## src/rtl/mon_cmd_engine.sv

```systemverilog
module mon_cmd_engine (
  input  logic        clk,
  input  logic        rst_n,
  input  logic        rx_valid,
  input  logic [7:0]  rx_data,
  output logic        rx_ready,
  output logic        tx_valid,
  output logic [7:0]  tx_data,
  input  logic        tx_ready,
  output logic        mem_req,
  output logic        mem_we,
  output logic [15:0] mem_addr,
  output logic [7:0]  mem_wdata,
  input  logic [7:0]  mem_rdata,
  input  logic [15:0] sp_value,
  input  logic        unlocked,
  output logic        run_pulse
);
  localparam logic [7:0] OP_RD  = 8'h4A;
  localparam logic [7:0] OP_WR  = 8'h49;
  localparam logic [7:0] OP_IRD = 8'h1A;
  localparam logic [7:0] OP_IWR = 8'h19;
  localparam logic [7:0] OP_SP  = 8'h0C;
  localparam logic [7:0] OP_RUN = 8'h28;

  typedef enum logic [2:0] {S_RX, S_ECHO, S_EXEC, S_RDREQ, S_RDCAP, S_SEND, S_WR} st_t;

  st_t         st;
  logic [7:0]  cmd, txb, hold, wdat;
  logic [23:0] opr;
  logic [2:0]  nbytes;
  logic [15:0] addr, ptr;
  logic [1:0]  left;
  logic        more, run_q;

  function automatic logic known(input logic [7:0] op);
    return op == OP_RD || op == OP_WR || op == OP_IRD || op == OP_IWR ||
           op == OP_SP || op == OP_RUN;
  endfunction

  function automatic logic [2:0] need(input logic [7:0] op);
    case (op)
      OP_RD:   return 3'd2;
      OP_WR:   return 3'd3;
      OP_IWR:  return 3'd1;
      default: return 3'd0;
    endcase
  endfunction

  always_ff @(posedge clk) begin
    if (!rst_n) begin
      st     <= S_RX;
      cmd    <= '0;
      txb    <= '0;
      hold   <= '0;
      wdat   <= '0;
      opr    <= '0;
      nbytes <= '0;
      addr   <= '0;
      ptr    <= '0;
      left   <= '0;
      more   <= 1'b0;
      run_q  <= 1'b0;
    end else begin
      run_q <= (st == S_EXEC) && (cmd == OP_RUN);
      case (st)
        S_RX: if (rx_valid) begin
          if (nbytes == 3'd0) cmd <= rx_data;
          else                opr <= {opr[15:0], rx_data};
          nbytes <= nbytes + 3'd1;
          txb    <= rx_data;
          st     <= S_ECHO;
        end
        S_ECHO: if (tx_ready) begin
          if (!known(cmd)) begin
            nbytes <= '0;
            st     <= S_RX;
          end else if (nbytes == need(cmd) + 3'd1) begin
            st <= S_EXEC;
          end else begin
            st <= S_RX;
          end
        end
        S_EXEC: begin
          nbytes <= '0;
          st     <= S_RX;
          case (cmd)
            OP_RD: if (unlocked) begin
              addr <= opr[15:0];
              ptr  <= opr[15:0];
              left <= 2'd1;
              st   <= S_RDREQ;
            end
            OP_WR: if (unlocked) begin
              addr <= opr[23:8];
              ptr  <= opr[23:8];
              wdat <= opr[7:0];
              st   <= S_WR;
            end
            OP_IRD: if (unlocked) begin
              addr <= ptr + 16'd1;
              ptr  <= ptr + 16'd2;
              left <= 2'd2;
              st   <= S_RDREQ;
            end
            OP_IWR: if (unlocked) begin
              addr <= ptr + 16'd1;
              ptr  <= ptr + 16'd1;
              wdat <= opr[7:0];
              st   <= S_WR;
            end
            OP_SP: begin
              txb  <= sp_value[15:8];
              hold <= sp_value[7:0];
              more <= 1'b1;
              left <= 2'd0;
              st   <= S_SEND;
            end
            default: ;
          endcase
        end
        S_RDREQ: begin
          left <= left - 2'd1;
          st   <= S_RDCAP;
        end
        S_RDCAP: begin
          txb  <= mem_rdata;
          addr <= addr + 16'd1;
          more <= 1'b0;
          st   <= S_SEND;
        end
        S_SEND: if (tx_ready) begin
          if (more) begin
            txb  <= hold;
            more <= 1'b0;
          end else if (left != 2'd0) begin
            st <= S_RDREQ;
          end else begin
            st <= S_RX;
          end
        end
        S_WR: st <= S_RX;
        default: st <= S_RX;
      endcase
    end
  end

  assign rx_ready  = (st == S_RX);
  assign tx_valid  = (st == S_ECHO) || (st == S_SEND);
  assign tx_data   = txb;
  assign mem_req   = (st == S_RDREQ) || (st == S_WR);
  assign mem_we    = (st == S_WR);
  assign mem_addr  = addr;
  assign mem_wdata = wdat;
  assign run_pulse = run_q;


  echo_byte_chk: assert property (@(posedge clk) disable iff (!rst_n)
    rx_valid && rx_ready |=> tx_valid && tx_data == $past(rx_data));


  no_accept_while_tx_chk: assert property (@(posedge clk) disable iff (!rst_n)
    !(rx_ready && tx_valid));


  tx_hold_chk: assert property (@(posedge clk) disable iff (!rst_n)
    tx_valid && !tx_ready |=> tx_valid && $stable(tx_data));


  run_single_chk: assert property (@(posedge clk) disable iff (!rst_n)
    run_pulse |=> !run_pulse);


  locked_bus_chk: assert property (@(posedge clk) disable iff (!rst_n)
    mem_req |-> unlocked);


  read_capture_chk: assert property (@(posedge clk) disable iff (!rst_n)
    mem_req && !mem_we |=> !mem_req && !tx_valid);
endmodule

```

## config.mk

```make
export PLATFORM = sky130hd
export DESIGN_NAME = mon_cmd_engine
export DESIGN_NICKNAME = d
export VERILOG_FILES = /design/src/rtl/mon_cmd_engine.sv
export SDC_FILE = /design/constraint.sdc
export NUM_CORES = 1
export LEC_CHECK = 0
export BUFFER_PORTS_ARGS = -buffer_cell sky130_fd_sc_hd__buf_2
export CAP_MARGIN = 20
export CORE_MARGIN = 2
export CORE_UTILIZATION = 50
export DETAILED_ROUTE_END_ITERATION = 8
export PLACE_DENSITY = 0.71
export SETUP_SLACK_MARGIN = 0.05
export SLEW_MARGIN = 5
export SYNTH_ARGS = -nofsm -noshare
export SYNTH_HDL_FRONTEND = slang
export SYNTH_SLANG_ARGS = --single-unit
```

## constraint.sdc

```tcl
create_clock -name clk -period 4.32 [get_ports clk]
set_input_delay 0.432 -clock clk [delete_from_list [all_inputs] [get_ports clk]]
set_output_delay 0.432 -clock clk [all_outputs]
set_load 0.05 [all_outputs]
```

# After elaboration in Yosys (flattened, before gate mapping)
# Index checks and enable logic that the tools add are counted.
# Widths: inputs -> output; s select.
word_totals:
  register_bits: 98
  inputBits: 37
  output_inout_bits: 37
  elab_cells: 119
classes:
  addsub: 6
  n_eq_ne: 30
  mux: 39
  bitwise: 1
  reduce_logical: 31
ops:
  columns: ["cell", "n"]
  rows:
  - ["$mux 16", 4]
  - ["$pmux 16 s4", 1]
  - ["$pmux 16 s3", 1]
  - ["$mux 3", 12]
  - ["$add 16x1->16 const B", 2]
  - ["$mux 8", 4]
  - ["$pmux 16 s2", 1]
  - ["$pmux 8 s4", 1]
  - ["$ne 2x2->1 const B", 10]
  - ["$pmux 3 s3", 2]
  - ["$pmux 3 s6", 1]
  - ["$add 16x2->16 const B", 1]
  - ["$eq 8x5->1 const B", 2]
  - ["$eq 8x7->1 const B", 2]
  - ["$mux 2", 6]
  - ["$ne 3x3->1 const B", 4]
  - ["$pmux 2 s3", 2]
  - ["$reduce_and 3->1", 4]
  - ["$reduce_and 4->1", 3]
  - ["$reduce_and 5->1", 2]
  - ["$eq 3x3->1 const B", 3]
  - ["$eq 8x4->1 const B", 1]
  - ["$eq 8x6->1 const B", 1]
  - ["$reduce_bool 4->1", 2]
  - ["20 further kinds", 35]

# Logic depth before layout (Yosys ltp)
logic_depth:
  depth_word: 16
  depth_mapped: 9
  mapped_depth_nobuf: 8

# Worst setup path before layout
# OpenSTA, ideal clock, no wires.
synth_path:
  path_kind: "register to register"
  start: "register st[2]"
  end: "register cmd[7]"
  setup_time_ps: 128
  t_arrival_ps: 2022
  required_ps: 4192
  slack_ps: 2171
  path_stages_with_launch: 7
  n_path_buf: 1
  period_less_slack_ps: 2149
  path_cell_list: "dfxtp_1 -> or2_1 -> nor2_1 -> and4_1 -> buf_2 -> mux2i_1 -> nor2_1"
synth_between:
  elab_chain_len: 2
synth_lines:
  columns: ["item", "line", "source"]
  rows:
  - ["start, declared", "28", "st_t st;"]
  - ["start signal, assigned", "52", "st <= S_RX;"]
  - ["start signal, assigned", "72", "st <= S_ECHO;"]
  - ["start signal, assigned", "77", "st <= S_RX;"]
  - ["$logic_not 3->1", null, null]
  - ["via rx_ready", "6", "output logic rx_ready,"]
  - ["$reduce_and 3->1 (no line)", null, null]
  - ["end signal, assigned", "68", "if (nbytes == 3'd0) cmd <= rx_data;"]
  - ["end, declared", "29", "logic [7:0] cmd, txb, hold, wdat;"]
# The timed path passes the listed nets, and every way through them passes these cells.
# A chain may end at the register's enable or synchronous reset.

# Final worst setup path
layout_path:
  start: "register st[1]"
  end: "register addr[5] (netlist: mem_addr[5])"
layout_between:
  elab_chain_len: 3
  word_cells_on_any_way: 9
  classes_between: "eq/ne: 6; mux: 1; reduce/logical: 2"
layout_lines:
  columns: ["item", "line", "source"]
  rows:
  - ["$eq 3x2->1 or $eq 3x3->1 (tied branches)", "66", "case (st)"]
  - ["$ne 4x2->1 (no line) (tied with other cells)", null, null]
  - ["$reduce_and 5->1 (no line)", null, null]
  - ["end signal, assigned", "89", "addr <= opr[15:0];"]
  - ["end signal, assigned", "95", "addr <= opr[23:8];"]
  - ["end signal, assigned", "101", "addr <= ptr + 16'd1;"]
  - ["end, declared", "32", "logic [15:0] addr, ptr;"]
# Several ways; a longest one is shown, not always the timed one.

==> metrics.yaml <==
grt_pass1_vias: 5226
ios: 74
drt_iter0_drc: 550
crit_arrival_ns: 3.10
grt_pass1_wl_microns: 27200
synthFlopType: "dfxtp_1"
synth_edf_count: 0
seq_area_frac_synth_pct: 34.4
syn-num-nets: 739
avgSynthCellArea_sq_um: 8.21
hold_path_class: "primary input to flip-flop"
post_drt_wl_per_cell_microns: 19.0
num_vias: 5519
tritoncts: "yes"
cts_setup_buffers: 0
viasPerCell: 6.25
fin_nets: 779
grt_setup_unrepaired: "no"
maxCapViolCount: 0
cp_max_fo: 21
power_density_mw_per_mm2: 323
leakage_nw: 2.26
final_util_pct: 56.5
cts.sinks: 98
ant_nets: 0
fp-row-count: 39
insertedDiodeCount: 0
setup_violations: 0
grt_max_degree: 39
routabilityCongestion: 0.930
synth_top_area_share_pct: 34.4
tns_ns: 0
start_util_pct: 50.6
ys_warn_count: 0
max_freq_mhz: 350
fin_cells: 883
ys_ff_latch: 98
die-area_sq_mm: 0.0123
clk_pin_slew_worst_paths_ns: 0.07
period_share_pct: 66.1
final_max_slew_viol_count: 0
portBuffers: 73
p_total_mw: 2.05
ir_drop_v: 0.000256
post_cts_resize_count: 0
ctsHoldBuffers: 0
routed_wl_microns: 16700
period_minus_slack_ns: 2.86
crit_type: "flip-flop to flip-flop"
htreeDepth: 3
overflow: 0
yosys.area.top_type: "dfxtp_1"
final-hold-violation-count: 0
async_flop_share_pct: 0
dpl_cell_area_sq_mm: 0.00604
relSlewSlack_pct: 28.9
yosys-top-cells-area: "dfxtp_1 34%, nand2_1 6.5%, a21oi_1 5.3%, mux2i_1 4.4%, nor2_1 4.3%"
antenna_found_initial: 0
drcViolationCount: 0
clock_path_buffers: 2
cts_made_buffers: 9
syn_inst: 695
post-route-cell-area_sq_mm: 0.00637
core_area_sq_mm: 0.0113
start_kind: "flip-flop"
grtUsageTotal_pct: 27.4
insertion_delay_ns: 0.36
dp_hpwl_microns: 12200
dr.pass1.iters: 6
cp-end-kind: "flip-flop"
dp_cells: 867
status: "finished clean"
required_ns: 4.57
synth.distinct_cells: 87
die_height_microns: 111
syn_area_sq_mm: 0.00570
fp.dieW_microns: 111
skew_ns: 0.00742
syn_to_final_growth_pct: 11.7
drive_gt1_share_pct: 18.0
tightestPinTransition_ns: 1.07
clk_root_buffer_cell: "clkbuf_16"
==> final timing paths <==
kind	cells past startpoint	to	start	slack, ns
worst max-delay path	5	mem_addr[5]	st[1]	1.46
worst min-delay path	3	hold[2]	sp_value[2]	0.31
worst max register to register	5	mem_addr[5]	st[1]	1.46
worst min register to register	2	mem_wdata[6]	mem_wdata[6]	0.45
==> registers in the layout, summed over array words and instances, names as in the netlist, 2 cells and up <==
| name | cells |
|---|---|
| cmd | 8 |
| hold | 8 |
| left | 2 |
| mem_addr | 16 |
| mem_wdata | 8 |
| nbytes | 3 |
| opr | 24 |
| ptr | 16 |
| st | 3 |
| tx_data | 8 |
==> synthesized netlist by cell type (5+ instances only) <==
master     n
o21ai_0   33
inv_1     15
mux2i_1   25
nor2_1    66
nand2_1   98
dfxtp_1   98
xor2_1     7
nand3_1   15
o21a_1     6
o211ai_1   7
nand4_1   10
a41oi_1    5
a221oi_2  13
nor2b_1   10
nor3_1    20
ha_1       7
clkbuf_1  30
and3_1     6
buf_2      7
a21oi_1   60
a221oi_1  11
buf_4      5
xnor2_1   15
a211oi_1  11
o22ai_1    5
and4_1     5
==> cell families after synthesis <==
kind of cell,count (synthesis),share of synthesized area [%]
simple gates,274,24.5
fa+ha+maj,7,1.54
xor+xnor,24,3.95
mux,25,4.39
compound gates,202,25.9
buf+inv,65,5.38
flops,98,34.4
==> power by group <==
part	switching (mW)	total [mW]	internal (mW)
registers	0.0294	0.952	0.923
clock network	0.362	0.886	0.524
logic	0.142	0.217	0.0745
total	0.533	2.05	1.52
==> metal layers <==
layer  routed length (microns)  vias up  track usage (%)
li1                          -     2632                -
met1                      7760     2598             37.8
met2                      7200      245             41.0
met3                      1320       44             6.23
met4                       468        0             11.9
met5                         0        -                0
==> stage by stage <==
stage          hold slack, ns  setup slack (ns)
4_1_cts                 0.311              1.53
3_3_place_gp            0.440              1.65
5_1_grt                 0.322              1.32
6_report                0.310              1.46
2_1_floorplan           0.436              2.17
3_5_place_dp            0.445              1.53
==> cells in the final DEF, fill, tap and decap left out, types with 5 or more instances in the layout <==
cell type	n
a211oi_1	11
a21oi_1	60
a221oi_1	11
a221oi_2	13
a41oi_1	5
and3_1	6
and4_1	5
buf_2	73
buf_4	6
clkbuf_16	9
dfxtp_1	98
ha_1	7
inv_1	14
mux2i_1	25
nand2_1	98
nand3_1	15
nand4_1	10
nor2_1	66
nor2b_1	10
nor3_1	20
o211ai_1	7
o21a_1	6
o21ai_0	33
o22ai_1	5
xnor2_1	15
xor2_1	7
==> area by class of cell <==
class,instances,area (sq um)
flip-flops and latches,98,1960
fillers,1018,4900
well taps,143,179
multi-input cells,532,3430
clock buffers,10,239
repair buffers,79,410
clock inverters,6,88.8
inverters,15,56.3
==> critical path, cell delays in order, from the launching register on <==
cell and delay, ns:
dfxtp_1 0.63, nor3b_4 0.53, nand4_4 0.23, or2_1 0.65, a221o_1 0.45, o211a_1 0.24
No activity file was read; power rests on OpenSTA's default activity.
